**src/rtl/lpc_bridge_pkg.sv**
```systemverilog
package lpc_bridge_pkg;

    localparam int MAX_BURST = 16;
    localparam int CNT_W     = $clog2(MAX_BURST + 1);
    localparam int MAX_WAIT  = 256;
    localparam int WAIT_W    = $clog2(MAX_WAIT + 1);
    localparam int PORT_W    = 16;

    localparam int OFS_GO   = 'h00;
    localparam int OFS_STAT = 'h04;
    localparam int OFS_IRQ  = 'h08;
    localparam int OFS_CNT  = 'h10;
    localparam int OFS_CMD  = 'h14;
    localparam int OFS_PORT = 'h20;
    localparam int OFS_WDAT = 'h24;
    localparam int OFS_RDAT = 'h28;

    localparam logic [3:0] NIB_START      = 4'b0000;
    localparam logic [3:0] NIB_READY      = 4'b0000;
    localparam logic [3:0] NIB_WAIT_LONG  = 4'b0110;
    localparam logic [3:0] NIB_WAIT_SHORT = 4'b0101;
    localparam logic [3:0] NIB_PARK       = 4'b1111;

    typedef enum logic [3:0] {
        PH_IDLE, PH_START, PH_CTDIR, PH_ADDR, PH_WDATA,
        PH_TAR, PH_SYNC, PH_RDATA, PH_FTAR
    } phase_t;

    typedef struct packed {
        logic       same_port;
        logic [1:0] kind;
        logic       is_write;
    } cmd_t;

    function automatic logic [CNT_W-1:0] clamp_count(input logic [31:0] v);
        if (v > 32'(MAX_BURST)) return CNT_W'(MAX_BURST);
        return v[CNT_W-1:0];
    endfunction

endpackage

```
**src/rtl/lpc_byte_fifo.sv**
```systemverilog
module lpc_byte_fifo #(
    parameter int DEPTH = 16,
    parameter int W     = 8
) (
    input  logic         clk,
    input  logic         rst,
    input  logic         push,
    input  logic         pop,
    input  logic         flush,
    input  logic [W-1:0] din,
    output logic [W-1:0] dout,
    output logic         empty,
    output logic         full
);
    localparam int PTR_W = (DEPTH > 1) ? $clog2(DEPTH) : 1;
    localparam int LVL_W = $clog2(DEPTH + 1);

    logic [W-1:0]     mem [DEPTH];
    logic [PTR_W-1:0] wp, rp;
    logic [LVL_W-1:0] lvl;

    wire do_push = push && !full;
    wire do_pop  = pop && !empty;

    assign empty = (lvl == '0);
    assign full  = (lvl == LVL_W'(DEPTH));
    assign dout  = mem[rp];

    always_ff @(posedge clk) begin
        if (do_push && !flush) mem[wp] <= din;
    end

    always_ff @(posedge clk) begin
        if (rst || flush) begin
            wp  <= '0;
            rp  <= '0;
            lvl <= '0;
        end else begin
            if (do_push) wp <= (wp == PTR_W'(DEPTH - 1)) ? '0 : wp + PTR_W'(1);
            if (do_pop)  rp <= (rp == PTR_W'(DEPTH - 1)) ? '0 : rp + PTR_W'(1);
            lvl <= lvl + LVL_W'(do_push) - LVL_W'(do_pop);
        end
    end
endmodule

```
**src/rtl/lpc_cycle_seq.sv**
```systemverilog
module lpc_cycle_seq
    import lpc_bridge_pkg::*;
(
    input  logic              clk,
    input  logic              rst,
    input  logic              go,
    input  logic [CNT_W-1:0]  cfg_count,
    input  logic              cfg_write,
    input  logic              cfg_same,
    input  logic [PORT_W-1:0] cfg_port,
    input  logic [7:0]        wbyte,
    output logic              wpop,
    output logic              rpush,
    output logic [7:0]        rbyte,
    output logic              busy,
    output logic              done,
    output logic              abort,
    output logic              lframe_n,
    output logic [3:0]        lad_out,
    output logic              lad_oe,
    input  logic [3:0]        lad_in
);
    phase_t              ph;
    logic [1:0]          nib;
    logic [CNT_W-1:0]    left;
    logic [PORT_W-1:0]   port;
    logic                wr_q, same_q;
    logic [WAIT_W-1:0]   waits;
    logic [3:0]          lo_q;

    wire sync_ready = (lad_in == NIB_READY);
    wire sync_wait  = (lad_in == NIB_WAIT_LONG) || (lad_in == NIB_WAIT_SHORT);
    wire may_wait   = sync_wait && (waits < WAIT_W'(MAX_WAIT));
    wire last_byte  = (left == CNT_W'(1));

    assign busy  = (ph != PH_IDLE);
    assign abort = (ph == PH_SYNC) && !sync_ready && !may_wait;
    assign done  = abort || ((ph == PH_FTAR) && nib[0] && last_byte);
    assign wpop  = (ph == PH_WDATA) && nib[0];
    assign rpush = (ph == PH_RDATA) && nib[0];
    assign rbyte = {lad_in, lo_q};

    always_ff @(posedge clk) begin
        if (rst) begin
            ph     <= PH_IDLE;
            nib    <= '0;
            left   <= '0;
            port   <= '0;
            wr_q   <= 1'b0;
            same_q <= 1'b0;
            waits  <= '0;
            lo_q   <= '0;
        end else begin
            case (ph)
                PH_IDLE: if (go && cfg_count != '0) begin
                    ph     <= PH_START;
                    left   <= cfg_count;
                    port   <= cfg_port;
                    wr_q   <= cfg_write;
                    same_q <= cfg_same;
                end
                PH_START: ph <= PH_CTDIR;
                PH_CTDIR: begin
                    ph  <= PH_ADDR;
                    nib <= '0;
                end
                PH_ADDR: if (nib == 2'd3) begin
                    nib <= '0;
                    ph  <= wr_q ? PH_WDATA : PH_TAR;
                end else nib <= nib + 2'd1;
                PH_WDATA: if (nib[0]) begin
                    nib <= '0;
                    ph  <= PH_TAR;
                end else nib <= nib + 2'd1;
                PH_TAR: if (nib[0]) begin
                    nib   <= '0;
                    waits <= '0;
                    ph    <= PH_SYNC;
                end else nib <= nib + 2'd1;
                PH_SYNC: begin
                    if (sync_ready)    ph <= wr_q ? PH_FTAR : PH_RDATA;
                    else if (may_wait) waits <= waits + WAIT_W'(1);
                    else               ph <= PH_IDLE;
                end
                PH_RDATA: if (nib[0]) begin
                    nib <= '0;
                    ph  <= PH_FTAR;
                end else begin
                    lo_q <= lad_in;
                    nib  <= nib + 2'd1;
                end
                PH_FTAR: if (nib[0]) begin
                    nib <= '0;
                    if (last_byte) ph <= PH_IDLE;
                    else begin
                        left <= left - CNT_W'(1);
                        port <= same_q ? port : port + PORT_W'(1);
                        ph   <= PH_START;
                    end
                end else nib <= nib + 2'd1;
                default: ph <= PH_IDLE;
            endcase
        end
    end

    always_comb begin
        lframe_n = 1'b1;
        lad_oe   = 1'b0;
        lad_out  = NIB_PARK;
        case (ph)
            PH_START: begin
                lframe_n = 1'b0;
                lad_oe   = 1'b1;
                lad_out  = NIB_START;
            end
            PH_CTDIR: begin
                lad_oe  = 1'b1;
                lad_out = {2'b00, wr_q, 1'b0};
            end
            PH_ADDR: begin
                lad_oe  = 1'b1;
                lad_out = port[{~nib, 2'b00} +: 4];
            end
            PH_WDATA: begin
                lad_oe  = 1'b1;
                lad_out = nib[0] ? wbyte[7:4] : wbyte[3:0];
            end
            PH_TAR: lad_oe = !nib[0];
            default: ;
        endcase
    end
endmodule

```
**src/rtl/lpc_io_bridge.sv**
```systemverilog
module lpc_io_bridge
    import lpc_bridge_pkg::*;
#(
    parameter int FIFO_DEPTH = MAX_BURST,
    parameter int REG_AW     = 6
) (
    input  logic              clk,
    input  logic              rst,
    input  logic              reg_wr,
    input  logic              reg_rd,
    input  logic [REG_AW-1:0] reg_addr,
    input  logic [31:0]       reg_wdata,
    output logic [31:0]       reg_rdata,
    output logic              irq,
    output logic              lpc_frame_n,
    output logic [3:0]        lad_out,
    output logic              lad_oe,
    input  logic [3:0]        lad_in
);
    logic [CNT_W-1:0]  cnt_q;
    cmd_t              cmd_q;
    logic [PORT_W-1:0] addr_q;
    logic              irq_en_q, irq_flag_q, stat_ok_q;

    logic       busy, seq_done, seq_abort, wpop, rpush;
    logic [7:0] wbyte, rbyte, rd_dout;
    logic       rd_empty, wr_empty, rd_full_unused, wr_full_unused;

    wire sel_go   = (reg_addr == REG_AW'(OFS_GO));
    wire sel_stat = (reg_addr == REG_AW'(OFS_STAT));
    wire sel_irq  = (reg_addr == REG_AW'(OFS_IRQ));
    wire sel_cnt  = (reg_addr == REG_AW'(OFS_CNT));
    wire sel_cmd  = (reg_addr == REG_AW'(OFS_CMD));
    wire sel_port = (reg_addr == REG_AW'(OFS_PORT));
    wire sel_wdat = (reg_addr == REG_AW'(OFS_WDAT));
    wire sel_rdat = (reg_addr == REG_AW'(OFS_RDAT));

    wire go = reg_wr && sel_go && reg_wdata[0] && !busy && (cnt_q != '0);

    always_ff @(posedge clk) begin
        if (rst) begin
            cnt_q      <= '0;
            cmd_q      <= '0;
            addr_q     <= '0;
            irq_en_q   <= 1'b0;
            irq_flag_q <= 1'b0;
            stat_ok_q  <= 1'b0;
        end else begin
            if (reg_wr && !busy) begin
                if (sel_cnt)  cnt_q  <= clamp_count(reg_wdata);
                if (sel_cmd)  cmd_q  <= cmd_t'(reg_wdata[3:0]);
                if (sel_port) addr_q <= reg_wdata[PORT_W-1:0];
            end
            if (reg_wr && sel_irq) begin
                irq_en_q <= reg_wdata[0];
                if (reg_wdata[1]) irq_flag_q <= 1'b0;
            end
            if (seq_done) irq_flag_q <= 1'b1;
            if (go)            stat_ok_q <= 1'b0;
            else if (seq_done) stat_ok_q <= !seq_abort;
        end
    end

    assign irq = irq_en_q && irq_flag_q;

    always_comb begin
        reg_rdata = '0;
        if (sel_stat)      reg_rdata = {30'd0, stat_ok_q, !busy};
        else if (sel_irq)  reg_rdata = {30'd0, irq_flag_q, irq_en_q};
        else if (sel_cnt)  reg_rdata = 32'(cnt_q);
        else if (sel_cmd)  reg_rdata = {28'd0, cmd_q};
        else if (sel_port) reg_rdata = 32'(addr_q);
        else if (sel_rdat) reg_rdata = rd_empty ? 32'd0 : {24'd0, rd_dout};
    end

    lpc_byte_fifo #(.DEPTH(FIFO_DEPTH), .W(8)) wr_fifo_i (
        .clk(clk), .rst(rst),
        .push(reg_wr && sel_wdat), .pop(wpop), .flush(seq_abort),
        .din(reg_wdata[7:0]), .dout(wbyte),
        .empty(wr_empty), .full(wr_full_unused)
    );

    lpc_byte_fifo #(.DEPTH(FIFO_DEPTH), .W(8)) rd_fifo_i (
        .clk(clk), .rst(rst),
        .push(rpush), .pop(reg_rd && sel_rdat), .flush(seq_abort),
        .din(rbyte), .dout(rd_dout),
        .empty(rd_empty), .full(rd_full_unused)
    );

    lpc_cycle_seq seq_i (
        .clk(clk), .rst(rst), .go(go),
        .cfg_count(cnt_q), .cfg_write(cmd_q.is_write), .cfg_same(cmd_q.same_port),
        .cfg_port(addr_q), .wbyte(wbyte), .wpop(wpop),
        .rpush(rpush), .rbyte(rbyte), .busy(busy),
        .done(seq_done), .abort(seq_abort),
        .lframe_n(lpc_frame_n), .lad_out(lad_out), .lad_oe(lad_oe), .lad_in(lad_in)
    );
endmodule

```
**config.mk**
```make
export PLATFORM = sky130hd
export DESIGN_NAME = lpc_io_bridge
export DESIGN_NICKNAME = d
export VERILOG_FILES = /design/src/rtl/lpc_bridge_pkg.sv /design/src/rtl/lpc_byte_fifo.sv /design/src/rtl/lpc_cycle_seq.sv /design/src/rtl/lpc_io_bridge.sv
export SDC_FILE = /design/constraint.sdc
export NUM_CORES = 1
export LEC_CHECK = 0
export ABC_AREA = 1
export BUFFER_PORTS_ARGS = -buffer_cell sky130_fd_sc_hd__clkbuf_2
export CAP_MARGIN = 20
export CORE_ASPECT_RATIO = 1.2
export CORE_MARGIN = 2
export CORE_UTILIZATION = 30
export CTS_CLUSTER_SIZE = 40
export DETAILED_ROUTE_END_ITERATION = 10
export GPL_ROUTABILITY_DRIVEN = 0
export PLACE_DENSITY_LB_ADDON = 0.08
export SYNTH_ARGS = -nofsm -noshare
export SYNTH_HDL_FRONTEND = slang
export SYNTH_SLANG_ARGS = --single-unit
export TNS_END_PERCENT = 50
```
**constraint.sdc**
```tcl
create_clock -name clk -period 7.99 [get_ports clk]
set_input_delay 1.598 -clock clk [delete_from_list [all_inputs] [get_ports clk]]
set_output_delay 1.598 -clock clk [all_outputs]
set_load 0.01 [all_outputs]
```
==> results.tsv <==
metric	value	unit
layout overhead on the synthesized area	14.21	%
detailed-routing iteration count for the pre-antenna-repair pass	5	
total via count in the routed design	12000	
fmax	204.1	MHz
Row Count	93	
Post-Synthesis Cells	1699	
vias in the first global route	11520	
power per cell area	234.1	nW/um^2
post-synthesis cell type count	47	
combinational family with the most area after synthesis	simple AND/OR/NAND/NOR gates	
fraction of layout cells with a size suffix above 1	11.86	%
simple logic cell fraction of the synthesized area	17.78	%
fraction of synthesis flops using an asynchronous set or reset pin	0	%
full die area	56320	um^2
DRC violation total after the first TritonRoute iteration	863	
final wirelength	47660	um
syn_area_per_cell	9.611	um^2
Worst setup EP type	output port	
remaining antenna violation count	0	
number of enable flip-flop cells after synthesis	256	
floorplan die height	259.6	um
root buffer selected by CTS	clkbuf_16	
area of the core region	53760	um^2
first-pass GRT wire length	71670	um
Least-Margin Pin Slew	1.036	ns
remaining routing DRC violations	0	
Mapped Area	16330	um^2
Post-CTS Setup Repair Bufs	0	
area fraction in compound gates after synthesis	13.06	%
sort of element at the start of the critical path	primary input	
grt total ovfl	0	
area taken by flip-flops and latches	9772	um^2
clock skew after layout	0.02973	ns
H-tree levels	2	
unrepaired setup endpoints after global routing	false	
Die Width	217.0	um
clock tree from TritonCTS	built	
number of warnings reported in the yosys synthesis log	0	
Min Clock Period, post-route	4.900	ns
final sum of negative setup slack	0	ns
number of storage elements in the synthesis netlist	360	
effective utilization at floorplan	30.38	%
worst hold path type	reg2reg	
count of input and output buffers	68	
number of buffers inserted during clock tree synthesis	42	
fin. max-slew vios	0	
DR WL/cell	19.06	um
Seq/Total Area, Yosys	59.83	%
status	finished clean	
Synth Area in Adders	2.314	%
# Max-Cap Violations	0	
Skew-Pair Late Insertion Delay	0.58	ns
dominant register cell in the synthesized netlist	edfxtp_1	
number of sinks handled by clock tree synthesis	360	
core utilization of the finished layout	34.69	%
clock-pin transition on the worst setup and hold timing paths	0.06	ns
pin count of the biggest net entering global routing	68	
GRT Total Usage	16.82	%
most frequent cells in the layout	256 x edfxtp_1, 249 x nor2_1, 236 x nand2_1	
area used by multi-input combinational logic	5623	um^2
fill count	5512	
Final Net Count	1834	
CTS Hold Bufs	0	
HPWL Detailed	30950	um
Worst Path Class, Setup	in2out	
Hold Violations, Final	0	
Period Utilization, post-route	61.32	%
leakage	6.598	nW
antenna diode instance count	0	
final setup vio count	0	
largest driver fanout on the critical path	6	
count of instances resized after the clock tree is built	0	
data arrival time of the critical path	3.30	ns
worst relative slew slack	30.44	%
clk buf depth	3	
most frequent standard cell in the layout excluding fill and tap cells	edfxtp_1	
number of antenna violations at the first check in global routing	0	
xor-xnor portion of the synthesized cell area	0.7509	%
Peak VDD IR	142.5	uV
number of top-level pins	85	
worst path required time	6.39	ns
multiplexer fraction of the synthesized cell area	0	%
Via-to-Cell Ratio	4.800	
-- stage by stage --
step | hold WS [ns] | instances | setup slack, ns | total power (W) | instance area, um^2
6_report | 0.4589 | 2500 | 3.090 | 0.004366 | 18650
5_1_grt | 0.4882 | 2500 | 2.909 | 0.004536 | 18650
4_1_cts | 0.4627 | 2499 | 3.087 | 0.004418 | 18640
3_5_place_dp | 0.4515 | 2426 | 3.093 | 0.002535 | 17350
3_3_place_gp | 0.4522 | 2426 | 3.125 | 0.002535 | 17350
2_1_floorplan | 0.4290 | 1714 | 3.671 | 0.002376 | 16390
-- cells by family (layout without fill, tap and decap cells) --
family                   Yosys count  in the layout
other                              1             16
flip-flops                       360            360
AO/OA/AOI/OAI                    377            377
AND/OR/NAND/NOR                  676            676
adder cells (fa/ha/maj)           29             29
buffers and inverters            242            316
XOR/XNOR                          14             14
-- power by group --
part	leakage (nW)	internal (W)	switching [W]	total, W
Combinational	2.80	0.000115	0.000328	0.000443
Sequential	3.16	0.00202	0.0000277	0.00205
Clock	0.642	0.00108	0.000790	0.00187
-- synthesized netlist by cell type (7+ instances only) --
| library cell | count | share of area, % |
|---|---|---|
| a21oi_1 | 89 | 2.7 |
| a21oi_2 | 9 | 0.48 |
| buf_1 | 7 | 0.16 |
| buf_2 | 14 | 0.43 |
| buf_4 | 18 | 0.83 |
| clkbuf_1 | 44 | 1.0 |
| dfxtp_1 | 104 | 13 |
| edfxtp_1 | 256 | 47 |
| ha_1 | 27 | 2.1 |
| inv_1 | 145 | 3.3 |
| inv_2 | 10 | 0.23 |
| nand2_1 | 236 | 5.4 |
| nand2_2 | 14 | 0.54 |
| nand3_1 | 100 | 3.1 |
| nand4_1 | 13 | 0.50 |
| nor2_1 | 249 | 5.7 |
| nor2_2 | 10 | 0.38 |
| nor3_1 | 27 | 0.83 |
| nor4_1 | 8 | 0.31 |
| o211ai_1 | 31 | 1.4 |
| o21ai_0 | 197 | 6.0 |
| o221ai_1 | 23 | 1.2 |
| o22ai_1 | 9 | 0.34 |
| or2_2 | 7 | 0.27 |
| xor2_1 | 9 | 0.48 |
-- path summary, 6_finish.rpt --
path	endpoint	cells past startpoint	from	slack, ns
max	reg_rdata[3]	9	reg_addr[1]	3.09
min	stat_ok_q	2	stat_ok_q	0.46
max reg2reg	wr_fifo_i.lvl[4]	17	seq_i.ph[0]	4.98
min reg2reg	stat_ok_q	2	stat_ok_q	0.46
-- sequential cells by signal (all words and copies together), names as in the netlist, 2 cells and up, named ones only --
name           flops
addr_q            16
cmd_q              4
cnt_q              5
rd_fifo_i.lvl      5
rd_fifo_i.mem    128
rd_fifo_i.rp       4
rd_fifo_i.wp       4
seq_i.left         5
seq_i.lo_q         4
seq_i.nib          2
seq_i.ph           4
seq_i.port        16
seq_i.waits        9
wr_fifo_i.lvl      5
wr_fifo_i.mem    128
wr_fifo_i.rp       4
wr_fifo_i.wp       4
-- layer usage --
layer / wire [um] / up-vias / GRT usage [%]
li1: - / 5955 / -
met5: 0 / - / 0
met1: 21570 / 5760 / 22.42
met4: 1258 / 0 / 5.670
met3: 1717 / 64 / 1.965
met2: 23120 / 222 / 28.34
-- cell type report --
cell class,count,area share [%]
flip-flops and latches,360,52.40
repair buffers,86,2.549
multi-input cells,1112,30.15
clock inverters,15,0.6642
well taps,712,4.777
clock buffers,58,6.286
inverters,157,3.173
-- critical path, stage by stage --
cell and delay [ns]:
clkbuf_2 0.08, nor2_2 0.14, nand2_1 0.21, nor3_1 0.34, inv_1 0.18, nand2_1 0.11
a21oi_1 0.05, a21oi_1 0.37, clkbuf_2 0.22
(Power assumes the default switching activity.)
